File: config.mk
export PLATFORM = sky130hd
export DESIGN_NAME = bank_ea_gen
export DESIGN_NICKNAME = d
export VERILOG_FILES = /design/src/rtl/bea_pkg.sv /design/src/rtl/bea_abs_unit.sv /design/src/rtl/bea_dp_unit.sv /design/src/rtl/bea_step.sv /design/src/rtl/bank_ea_gen.sv
export SDC_FILE = /design/constraint.sdc
export NUM_CORES = 1
export LEC_CHECK = 0
export ABC_CLOCK_PERIOD_IN_PS = 7350
export BUFFER_PORTS_ARGS = -buffer_cell sky130_fd_sc_hd__buf_2
export CAP_MARGIN = 20
export CELL_PAD_IN_SITES_DETAIL_PLACEMENT = 2
export CELL_PAD_IN_SITES_GLOBAL_PLACEMENT = 2
export CORE_ASPECT_RATIO = 0.75
export CORE_MARGIN = 4
export CORE_UTILIZATION = 32
export CTS_CLUSTER_SIZE = 28
export DETAILED_ROUTE_END_ITERATION = 8
export PLACE_DENSITY_LB_ADDON = 0.2
export SLEW_MARGIN = 5
export SYNTH_ARGS = -nofsm -noshare
export SYNTH_HDL_FRONTEND = slang
export SYNTH_SLANG_ARGS = --single-unit
File: constraint.sdc
create_clock -name clk -period 7.35 [get_ports clk]
set_input_delay 0.3675 -clock clk [delete_from_list [all_inputs] [get_ports clk]]
set_output_delay 0.3675 -clock clk [all_outputs]
set_load 0.05 [all_outputs]
File: src/rtl/bea_pkg.sv
package bea_pkg;
    parameter int unsigned ADDR_W = 24;
    parameter int unsigned WORD_W = 16;
    localparam int unsigned BANK_W = ADDR_W - WORD_W;
    localparam int unsigned BYTE_W = 8;

    typedef enum logic [3:0] {
        M_ABS     = 4'd0,
        M_ABSX_RD = 4'd1,
        M_ABSX_WR = 4'd2,
        M_ABSY_RD = 4'd3,
        M_ABSY_WR = 4'd4,
        M_LONG    = 4'd5,
        M_LONGX   = 4'd6,
        M_JINDX   = 4'd7,
        M_DIR     = 4'd8,
        M_DIRX    = 4'd9,
        M_DIRY    = 4'd10,
        M_STKREL  = 4'd11
    } ea_mode_e;

    typedef struct packed {
        logic [ADDR_W-1:0] ea;
        logic [ADDR_W-1:0] mask;
        logic [ADDR_W-1:0] dummy;
        logic              skip;
    } ea_res_t;

    localparam logic [ADDR_W-1:0] MASK_FULL = {ADDR_W{1'b1}};
    localparam logic [ADDR_W-1:0] MASK_WORD = {{BANK_W{1'b0}}, {WORD_W{1'b1}}};
    localparam logic [ADDR_W-1:0] MASK_BYTE = {{(ADDR_W-BYTE_W){1'b0}}, {BYTE_W{1'b1}}};
endpackage

File: src/rtl/bea_abs_unit.sv
module bea_abs_unit
    import bea_pkg::*;
(
    input  logic [3:0]        mode,
    input  logic [ADDR_W-1:0] operand,
    input  logic [WORD_W-1:0] idx_x,
    input  logic [WORD_W-1:0] idx_y,
    input  logic [BANK_W-1:0] data_bank,
    input  logic [BANK_W-1:0] prog_bank,
    input  logic              idx_narrow,
    output logic              hit,
    output ea_res_t           res
);
    logic [ADDR_W-1:0] bank_base;
    logic [WORD_W-1:0] idx_sel;
    logic [WORD_W-1:0] off_sum;
    logic [ADDR_W-1:0] idx_ea;
    logic [ADDR_W-1:0] idx_dummy;
    logic              is_read_idx;

    always_comb begin
        bank_base   = {data_bank, {WORD_W{1'b0}}};
        idx_sel     = (mode == M_ABSY_RD || mode == M_ABSY_WR) ? idx_y : idx_x;
        off_sum     = operand[WORD_W-1:0] + idx_sel;
        idx_ea      = bank_base + {{BANK_W{1'b0}}, operand[WORD_W-1:0]}
                                + {{BANK_W{1'b0}}, idx_sel};
        idx_dummy   = bank_base + {{BANK_W{1'b0}}, operand[WORD_W-1:BYTE_W],
                                   off_sum[BYTE_W-1:0]};
        is_read_idx = (mode == M_ABSX_RD || mode == M_ABSY_RD);

        hit = 1'b1;
        res = '0;
        unique case (mode)
            M_ABS: begin
                res.ea   = bank_base + {{BANK_W{1'b0}}, operand[WORD_W-1:0]};
                res.mask = MASK_FULL;
            end
            M_ABSX_RD, M_ABSX_WR, M_ABSY_RD, M_ABSY_WR: begin
                res.ea    = idx_ea;
                res.mask  = MASK_FULL;
                res.dummy = idx_dummy;
                res.skip  = is_read_idx && idx_narrow && (idx_ea == idx_dummy);
            end
            M_LONG: begin
                res.ea   = operand;
                res.mask = MASK_FULL;
            end
            M_LONGX: begin
                res.ea   = operand + {{BANK_W{1'b0}}, idx_x};
                res.mask = MASK_FULL;
            end
            M_JINDX: begin
                res.ea   = {prog_bank, off_sum};
                res.mask = MASK_WORD;
            end
            default: hit = 1'b0;
        endcase
        if (!(mode == M_ABSX_RD || mode == M_ABSX_WR ||
              mode == M_ABSY_RD || mode == M_ABSY_WR))
            res.dummy = res.ea;
    end
endmodule

File: src/rtl/bea_dp_unit.sv
module bea_dp_unit
    import bea_pkg::*;
(
    input  logic [3:0]        mode,
    input  logic [BYTE_W-1:0] op_lo,
    input  logic [WORD_W-1:0] idx_x,
    input  logic [WORD_W-1:0] idx_y,
    input  logic [WORD_W-1:0] stk_ptr,
    input  logic [WORD_W-1:0] dp_base,
    input  logic              emu_mode,
    output logic              hit,
    output ea_res_t           res
);
    localparam logic [BYTE_W-1:0] EMU_STACK_PAGE = 8'h01;

    logic              dp_aligned;
    logic [WORD_W-1:0] op_ext;
    logic [WORD_W-1:0] dir_sum;
    logic [WORD_W-1:0] idx_sum;
    logic [WORD_W-1:0] idx_wrapped;
    logic [WORD_W-1:0] stk_base;
    logic [WORD_W-1:0] stk_sum;

    always_comb begin
        dp_aligned  = (dp_base[BYTE_W-1:0] == '0);
        op_ext      = {{(WORD_W-BYTE_W){1'b0}}, op_lo};
        dir_sum     = dp_base + op_ext;
        idx_sum     = dir_sum + ((mode == M_DIRY) ? idx_y : idx_x);
        idx_wrapped = (dp_aligned && emu_mode)
                    ? {dp_base[WORD_W-1:BYTE_W], idx_sum[BYTE_W-1:0]}
                    : idx_sum;
        stk_base    = emu_mode ? {EMU_STACK_PAGE, stk_ptr[BYTE_W-1:0]} : stk_ptr;
        stk_sum     = stk_base + op_ext;

        hit = 1'b1;
        res = '0;
        unique case (mode)
            M_DIR: begin
                res.ea   = {{BANK_W{1'b0}}, dir_sum};
                res.mask = (dp_aligned && emu_mode) ? MASK_BYTE : MASK_WORD;
                res.skip = dp_aligned;
            end
            M_DIRX, M_DIRY: begin
                res.ea   = {{BANK_W{1'b0}}, idx_wrapped};
                res.mask = MASK_WORD;
                res.skip = dp_aligned;
            end
            M_STKREL: begin
                res.ea   = {{BANK_W{1'b0}}, stk_sum};
                res.mask = MASK_WORD;
            end
            default: hit = 1'b0;
        endcase
        res.dummy = res.ea;
    end
endmodule

File: src/rtl/bea_step.sv
module bea_step
    import bea_pkg::*;
(
    input  logic [ADDR_W-1:0] addr_i,
    input  logic [ADDR_W-1:0] mask_i,
    input  logic              down,
    output logic [ADDR_W-1:0] addr_o
);
    logic [ADDR_W-1:0] moved;

    always_comb begin
        moved  = down ? (addr_i - 1'b1) : (addr_i + 1'b1);
        addr_o = (addr_i & ~mask_i) | (moved & mask_i);
    end
endmodule

File: src/rtl/bank_ea_gen.sv
module bank_ea_gen
    import bea_pkg::*;
(
    input  logic              clk,
    input  logic              rst_n,
    input  logic              req_valid,
    input  logic [3:0]        req_mode,
    input  logic [ADDR_W-1:0] operand,
    input  logic [WORD_W-1:0] idx_x,
    input  logic [WORD_W-1:0] idx_y,
    input  logic [WORD_W-1:0] stk_ptr,
    input  logic [WORD_W-1:0] dp_base,
    input  logic [BANK_W-1:0] data_bank,
    input  logic [BANK_W-1:0] prog_bank,
    input  logic              emu_mode,
    input  logic              idx_narrow,
    output logic              out_valid,
    output logic [ADDR_W-1:0] ea_addr,
    output logic [ADDR_W-1:0] inc_mask,
    output logic [ADDR_W-1:0] dummy_addr,
    output logic              skip_cycle,
    input  logic [ADDR_W-1:0] step_addr_i,
    input  logic [ADDR_W-1:0] step_mask_i,
    input  logic              step_down,
    output logic [ADDR_W-1:0] step_addr_o
);
    typedef struct packed {
        logic    vld;
        ea_res_t res;
    } gen_state_t;

    gen_state_t st_d, st_q;
    ea_res_t    abs_res, dp_res;
    logic       abs_hit, dp_hit;

    bea_abs_unit u_abs (
        .mode       (req_mode),
        .operand    (operand),
        .idx_x      (idx_x),
        .idx_y      (idx_y),
        .data_bank  (data_bank),
        .prog_bank  (prog_bank),
        .idx_narrow (idx_narrow),
        .hit        (abs_hit),
        .res        (abs_res)
    );

    bea_dp_unit u_dp (
        .mode     (req_mode),
        .op_lo    (operand[BYTE_W-1:0]),
        .idx_x    (idx_x),
        .idx_y    (idx_y),
        .stk_ptr  (stk_ptr),
        .dp_base  (dp_base),
        .emu_mode (emu_mode),
        .hit      (dp_hit),
        .res      (dp_res)
    );

    bea_step u_step (
        .addr_i (step_addr_i),
        .mask_i (step_mask_i),
        .down   (step_down),
        .addr_o (step_addr_o)
    );

    always_comb begin
        st_d     = st_q;
        st_d.vld = req_valid;
        if (req_valid) begin
            if (abs_hit)     st_d.res = abs_res;
            else if (dp_hit) st_d.res = dp_res;
            else             st_d.res = '0;
        end
    end

    always_ff @(posedge clk) begin
        if (!rst_n) st_q <= '0;
        else        st_q <= st_d;
    end

    assign out_valid  = st_q.vld;
    assign ea_addr    = st_q.res.ea;
    assign inc_mask   = st_q.res.mask;
    assign dummy_addr = st_q.res.dummy;
    assign skip_cycle = st_q.res.skip;

    AST_VALID_LATENCY: assert property (@(posedge clk) disable iff (!rst_n)
        req_valid |=> out_valid);
    AST_IDLE_NO_VALID: assert property (@(posedge clk) disable iff (!rst_n)
        !req_valid |=> (!out_valid && $stable(ea_addr) && $stable(skip_cycle)));
    AST_STEP_OUTSIDE_MASK: assert property (@(posedge clk) disable iff (!rst_n)
        ((step_addr_o & ~step_mask_i) == (step_addr_i & ~step_mask_i)));
    AST_DP_IN_BANK0: assert property (@(posedge clk) disable iff (!rst_n)
        (req_valid && (req_mode == M_DIR || req_mode == M_DIRX ||
                       req_mode == M_DIRY || req_mode == M_STKREL))
        |=> (ea_addr[ADDR_W-1:WORD_W] == '0));
    AST_DUMMY_LOW_BYTE: assert property (@(posedge clk) disable iff (!rst_n)
        (req_valid && req_mode >= M_ABSX_RD && req_mode <= M_ABSY_WR)
        |=> (dummy_addr[BYTE_W-1:0] == ea_addr[BYTE_W-1:0]));
    AST_SKIP_ALLOWED: assert property (@(posedge clk) disable iff (!rst_n)
        (req_valid && !(req_mode == M_ABSX_RD || req_mode == M_ABSY_RD ||
                        req_mode == M_DIR || req_mode == M_DIRX || req_mode == M_DIRY))
        |=> !skip_cycle);
    AST_EMU_DP_PAGE: assert property (@(posedge clk) disable iff (!rst_n)
        (req_valid && emu_mode && dp_base[BYTE_W-1:0] == '0 &&
         (req_mode == M_DIRX || req_mode == M_DIRY))
        |=> (ea_addr[WORD_W-1:BYTE_W] == $past(dp_base[WORD_W-1:BYTE_W])));
endmodule

==> results of run 1 <==
==> state kept, by name, summed over array words and instances (netlist names) <==
| name | count |
|---|---|
| inc_mask | 3 |
| out_valid | 1 |
| ea_addr | 24 |
| skip_cycle | 1 |
| dummy_addr | 24 |
==> per-layer routing <==
| metal | up-vias | wire [µm] |
|---|---|---|
| li1 | 4597 | - |
| met3 | 40 | 2150 |
| met1 | 4800 | 19300 |
| met4 | 0 | 581 |
| met2 | 273 | 17200 |
| met5 | - | 0 |
==> cells in the final DEF, fill, tap and decap left out, types with 11 or more instances in the layout <==
cell,instances
buf_2,259
o211ai_1,18
o21a_1,22
inv_1,35
buf_4,12
a211oi_1,17
a21o_1,26
xor2_1,37
nand2_1,78
mux2_2,46
o22ai_1,11
a31oi_1,17
ha_1,85
a21oi_1,83
nor3_1,24
o21ai_1,21
dfxtp_1,53
nor2_1,92
nand3_1,24
xnor2_1,54
o21ai_0,64
and3_1,12
nand2b_1,13
==> critical path: stages <==
cell and delay [ns]:
buf_2 0.27, nand2b_1 0.27, nor2_2 0.80, mux2_2 0.45, ha_1 0.32, a211oi_1 0.34, o21ai_1 0.18, a221oi_1 0.58
o21ai_1 0.23, o41ai_2 0.28, xnor2_1 0.13, a211o_1 0.33, o221a_1 0.23
==> path summary, 6_finish.rpt <==
path | depth (start not counted) | slack, ns | startpoint | endpoint
worst max-delay path | 13 | 2.75 | req_mode[3] | dummy_addr[15]$_SDFFE_PN0P_
worst min-delay path | 3 | 0.41 | prog_bank[2] | dummy_addr[18]$_SDFFE_PN0P_
worst max register to register | 4 | 5.70 | skip_cycle$_SDFFE_PN0P_ | skip_cycle$_SDFFE_PN0P_
worst min register to register | 1 | 0.46 | dummy_addr[19]$_SDFFE_PN0P_ | dummy_addr[19]$_SDFFE_PN0P_
==> final cells by class <==
type	instances	area (µm²)
Inverter	35	131
Tap cell	344	430
Sequential cell	53	1060
Clock inverter	2	16.3
Multi-Input combinational cell	948	6970
Antenna cell	2	5.00
Timing Repair Buffer	273	1410
Clock buffer	5	125
Fill cell	3109	15800
==> power breakdown <==
group	total, mW	switching, mW	internal (mW)
clock	0.261	0.135	0.126
combinational	1.04	0.670	0.365
sequential	0.326	0.0160	0.310
==> cell families after synthesis <==
| kind of cell | Yosys count |
|---|---|
| compound gates | 392 |
| xor+xnor | 96 |
| fa+ha+maj | 91 |
| buf+inv | 87 |
| flops | 53 |
| mux | 60 |
| simple gates | 309 |
==> metrics by stage <==
step | total power [mW] | area, µm² | instances
3_3_place_gp | 1.33 | 9970 | 1651
3_5_place_dp | 1.36 | 9990 | 1652
6_report | 1.62 | 10100 | 1662
2_1_floorplan | 1.06 | 8430 | 1088
4_1_cts | 1.62 | 10100 | 1659
5_1_grt | 1.72 | 10100 | 1662
==> impl_metrics.toml, run 1 <==
[run_status]
status = "complete, no violations"

[grt]
top_usage_layer = "met2"
grt_pass1_vias = 10081
gr-usage-met1 = 0.379
grt_pass1_wl_um = 59500
gr-usage-all-layers = 0.257
globalRouteOverflowTotal = 0
grt_max_degree = 55
met3_usage = 0.0414
antenna_found_initial = 2
use_met2 = 0.401

[sta]
max_slew.worst_pin.slew_ns = 0.966
max_freq_ghz = 0.218
skew_ns = 0
setup_viol = 0
finalCritPeriodShare = 0.625
slew_violations = 0
hold_viol_final = 0
post-route-min-period_ns = 4.60
rsz0062_at_grt = "false"
maxSlewHeadroom = 0.356
setup_slack_ns = 2.75
fin_tns_setup_ns = 0
whs_ns = 0.408

[cells_and_area]
post-route-util = 0.390
drive_gt1_frac = 0.264
area_delta_synth_final_pct = 20.3
fin_nets = 1569

[power_and_ir_drop]
p_leak_nw = 4.57
p_per_area_mw_per_mm2 = 160
vdd_drop_max_uv = 86.9

[synth]
synth_edf_count = 0
synth_cell_types = 84
yosys-top-cells-count = "nor2_1 (92), ha_1 (85), a21oi_1 (83)"
synth_top_family_by_area = "compound AO/OA/AOI/OAI gates"
yosysMostFrequentCell = "nor2_1"
async_reset_ff_frac = 0
synth.top_cell.area_share = 0.126
synthAdderAreaFrac = 0.140
synthMuxAreaShare = 0.0787
synth_compound_area_frac = 0.322
netlist_instances = 1088
synth_area_per_cell_um2 = 7.75
synth-xor-area-share = 0.108
yosys_warnings = 0
ys_ff_latch = 53
synth_top_area_cell = "ha_1"
ys_seq_area_frac = 0.126
yosys.area_share.simple = 0.177
syn_nets = 1341
synthFlopType = "dfxtp_1"
synth.cell_area_mm2 = 0.00843
synth_area_leaders = "ha_1 (13%), dfxtp_1 (13%), mux2_2 (6.1%), xnor2_1 (5.6%), a21oi_1 (4.9%)"

[clocking]
numCtsBuffers = 5
cts.reportedPaths.clkPinSlew_ns = 0.08
cts_htree_levels = 2
tritoncts = "done"
cts_num_sinks = 53
clock_latency_ns = 0.32
cts_buffer_depth = 2
cts_hold_buf = 0
cts-resized-gates = 0
cts-root-buf = "clkbuf_16"
post_cts_buffers = 0

[placed_design]
hpwlAfterDp_um = 32700
port_buffers = 259
pre_cts_ws_ns = 2.54
globalplace.congestion = 0.918

[detailed_routing]
drt.antenna.violating_nets = 0
wl_um = 39200
routed-via-count = 9710
drtPass1Iterations = 8
wire_per_inst_um = 23.6
viasPerCell = 5.84
first_iter_violations = 605
drc_errors = 0

[critical_path]
worst-setup-path-type = "in2reg"
critical_path.endpoint_type = "flop"
cp-start-kind = "input port"
cp.arrival_ns = 4.81
worstPathRequired_ns = 7.56
path_max_fanout = 17

[floorplan]
core-area_mm2 = 0.0260
die-area_mm2 = 0.0290
row_count = 51
num_io_pins = 260
die_x_um = 195
die_height_um = 149
start_util = 0.325

[flow_run]
maxCapViolations = 0

[hold_path]
min_path_type = "in2reg"
(Power assumes the default switching activity.)
==> run 2, diff against run 1 <==
--- a/config.mk
+++ b/config.mk
@@ -5,14 +5,15 @@
 export SDC_FILE = /design/constraint.sdc
 export NUM_CORES = 1
 export LEC_CHECK = 0
-export ABC_CLOCK_PERIOD_IN_PS = 7350
+export ABC_AREA = 1
+export ABC_CLOCK_PERIOD_IN_PS = 3800
 export BUFFER_PORTS_ARGS = -buffer_cell sky130_fd_sc_hd__buf_2
 export CAP_MARGIN = 20
 export CELL_PAD_IN_SITES_DETAIL_PLACEMENT = 2
 export CELL_PAD_IN_SITES_GLOBAL_PLACEMENT = 2
 export CORE_ASPECT_RATIO = 0.75
 export CORE_MARGIN = 4
-export CORE_UTILIZATION = 32
+export CORE_UTILIZATION = 24
 export CTS_CLUSTER_SIZE = 28
 export DETAILED_ROUTE_END_ITERATION = 8
 export PLACE_DENSITY_LB_ADDON = 0.2
==> constraint.sdc (replaced) <==
create_clock -name clk -period 3.8 [get_ports clk]
set_input_delay 0.19 -clock clk [delete_from_list [all_inputs] [get_ports clk]]
set_output_delay 0.19 -clock clk [all_outputs]
set_load 0.05 [all_outputs]
==> run 2 against run 1 <==
Effect of this change: synthesized area is 11% higher; cell area increased by 12%; global-route usage fell by 2.5 points; register-to-register slack got worse by 2.6 ns; flip-flop and latch count stayed put; largest power group unchanged; first-iteration DRC count rose by 7.4%; routed wire length increased by 30%; combinational power is 98% higher; highest routed layer unchanged; worst setup slack got worse by 2.3 ns.
==> impl_metrics.toml, run 2 <==
[synth]
synth_cell_types = 57
yosysMostFrequentCell = "nand2_1"
synth_top_area_cell = "nand2_1"
synth_area_leaders = "nand2_1 (18%), ha_1 (11%), dfxtp_1 (11%), nand3_1 (8.9%), a21oi_1 (7.1%)"
async_reset_ff_frac = 0
yosys-top-cells-count = "nand2_1 (442), nor2_1 (177), inv_1 (169)"
synthFlopType = "dfxtp_1"
synth.cell_area_mm2 = 0.00936
ys_ff_latch = 53
yosys_warnings = 0
netlist_instances = 1634
syn_nets = 1887
synth_edf_count = 0
ys_seq_area_frac = 0.113
synth_area_per_cell_um2 = 5.73
synth.top_cell.area_share = 0.177

[clocking]
tritoncts = "done"
numCtsBuffers = 5
clock_latency_ns = 0.31
cts.reportedPaths.clkPinSlew_ns = 0.08
cts_num_sinks = 53
cts_htree_levels = 2
cts-root-buf = "clkbuf_16"
cts_hold_buf = 0
cts_buffer_depth = 2

[floorplan]
start_util = 0.244
die_x_um = 236
row_count = 62
die-area_mm2 = 0.0423
die_height_um = 179
num_io_pins = 260
core-area_mm2 = 0.0384

[critical_path]
slowest_delay_ns = 0.39
worst-setup-path-type = "in2reg"
crit_family = "simple AND/OR/NAND/NOR gates"
slowest_stage = "fa_1"
cp.arrival_ns = 3.51
cp-start-kind = "input port"
crit_top_cell = "nand2_1"
worstPathCellList = "buf_2, nor2_1, inv_1, o21ai_4, buf_12, nand2_1, o21ai_0, ha_1, inv_1, fa_1, inv_1, nand3_1, nand2_1, nand2_1, nand2_1, nand2_1, nand2_1, nand2_1, nand2_1, a21oi_1, o21ai_0, nand3_1, nand2_1, nand2_1"
timing.critical_path.buf_inv = 5
path_max_fanout = 12
critical_path.endpoint_type = "flop"
worstPathRequired_ns = 4.01

[detailed_routing]
first_iter_violations = 650
wire_per_inst_um = 21.3
routed-via-count = 12141
drc_errors = 0
drtPass1Iterations = 5
drt.antenna.violating_nets = 0
viasPerCell = 5.07
wl_um = 51100

[grt]
gr-usage-all-layers = 0.232
grt_pass1_wl_um = 76100
grt_max_degree = 35
grt_pass1_vias = 12668
antenna_found_initial = 4
globalRouteOverflowTotal = 0

[cells_and_area]
layout.cells.non_filler = 2393
layout_commonest_cell = "nand2_1"
fin_nets = 2129
layout_common_cells = "nand2_1 (442), buf_2 (259), nor2_1 (177)"
drive_gt1_frac = 0.191
area_delta_synth_final_pct = 21.5

[sta]
max_freq_ghz = 0.303
post-route-min-period_ns = 3.31
maxSlewHeadroom = 0.398
whs_ns = 0.273
finalCritPeriodShare = 0.870
skew_ns = 0
setup_viol = 0
max_slew.worst_pin.slew_ns = 0.899
slew_violations = 0
hold_viol_final = 0
rsz0062_at_grt = "false"

[power_and_ir_drop]
total_power_mw = 3.19
p_leak_nw = 5.99
p_per_area_mw_per_mm2 = 281
vdd_drop_max_uv = 160

[placed_design]
placed_cells = 2377
hpwlAfterDp_um = 44500
port_buffers = 259
globalplace.congestion = 0.902

[hold_path]
min_path_type = "in2reg"

[run_status]
status = "complete, no violations"

[flow_run]
maxCapViolations = 0
[run 2: cell types whose count changed in the layout (fill, tap and decap cells not counted), moves of 19 or more]
cell,delta
a21o_1,-19
inv_1,+134
nand2_1,+364
xnor2_1,-41
o21ai_0,+27
mux2_2,-46
nand3_1,+143
nor2_1,+85
a21oi_1,+50
o21a_1,-20
[run 2: cells by family after synthesis]
| logic type | share of synthesized area |
|---|---|
| fa+ha+maj | 0.126 |
| compound gates | 0.197 |
| buf+inv | 0.107 |
| xor+xnor | 0.0309 |
| flops | 0.113 |
| simple gates | 0.425 |
[run 2: worst register-to-register path, delay by kind of cell, from the launching register on]
kind | cells | cell delay, ns
DFF | 1 | 0.43
and+or+nand+nor | 1 | 0.08
AOI/OAI and AO/OA | 1 | 0.14
[run 2: what timing repair did]
action,4_1_cts,5_1_grt
hold endpoints to repair,0,0
buffers inserted,0,4
gates resized for setup,0,1
endpoints found under the setup margin,0,9
[run 2: metrics by stage]
step           worst slack [ns]  utilization  cell area (µm²)  TNS (ns)
2_1_floorplan              1.03            -             9360         0
3_3_place_gp             0.0559        0.290            11200         0
3_5_place_dp             -0.123        0.290            11200    -0.174
4_1_cts                   0.195        0.294            11300         0
5_1_grt                   0.145        0.296            11400         0
6_report                  0.495        0.296            11400         0
[run 2: layer usage]
layer,vias up,global-route usage,share of wire
met3,18,0.0332,0.050
met1,5957,0.335,0.50
met4,0,0.0267,0.0067
met5,-,0,0
li1,5938,-,-
met2,228,0.377,0.44
[run 2: final timing paths]
path / start / end / slack [ns] / cells after the start
max: req_mode[3] / ea_addr[16]$_SDFFE_PN0P_ / 0.49 / 24
min: prog_bank[7] / dummy_addr[23]$_SDFFE_PN0P_ / 0.27 / 5
max reg2reg: inc_mask[15]$_SDFFE_PN0P_ / inc_mask[15]$_SDFFE_PN0P_ / 3.08 / 2
min reg2reg: ea_addr[22]$_SDFFE_PN0P_ / ea_addr[22]$_SDFFE_PN0P_ / 0.46 / 2
[run 2: cell type report]
cell class / instances / area, µm²
Tap cell: 512 / 641
Inverter: 187 / 712
Multi-Input combinational cell: 1347 / 7310
Clock inverter: 3 / 28.8
Clock buffer: 5 / 125
Fill cell: 4907 / 27000
Sequential cell: 53 / 1060
Timing Repair Buffer: 282 / 1480
Antenna cell: 4 / 10.0
[run 2: where the power goes]
part	internal, mW	total, mW	switching, mW
Sequential	0.598	0.626	0.0279
Combinational	0.603	2.06	1.46
Clock	0.254	0.507	0.253
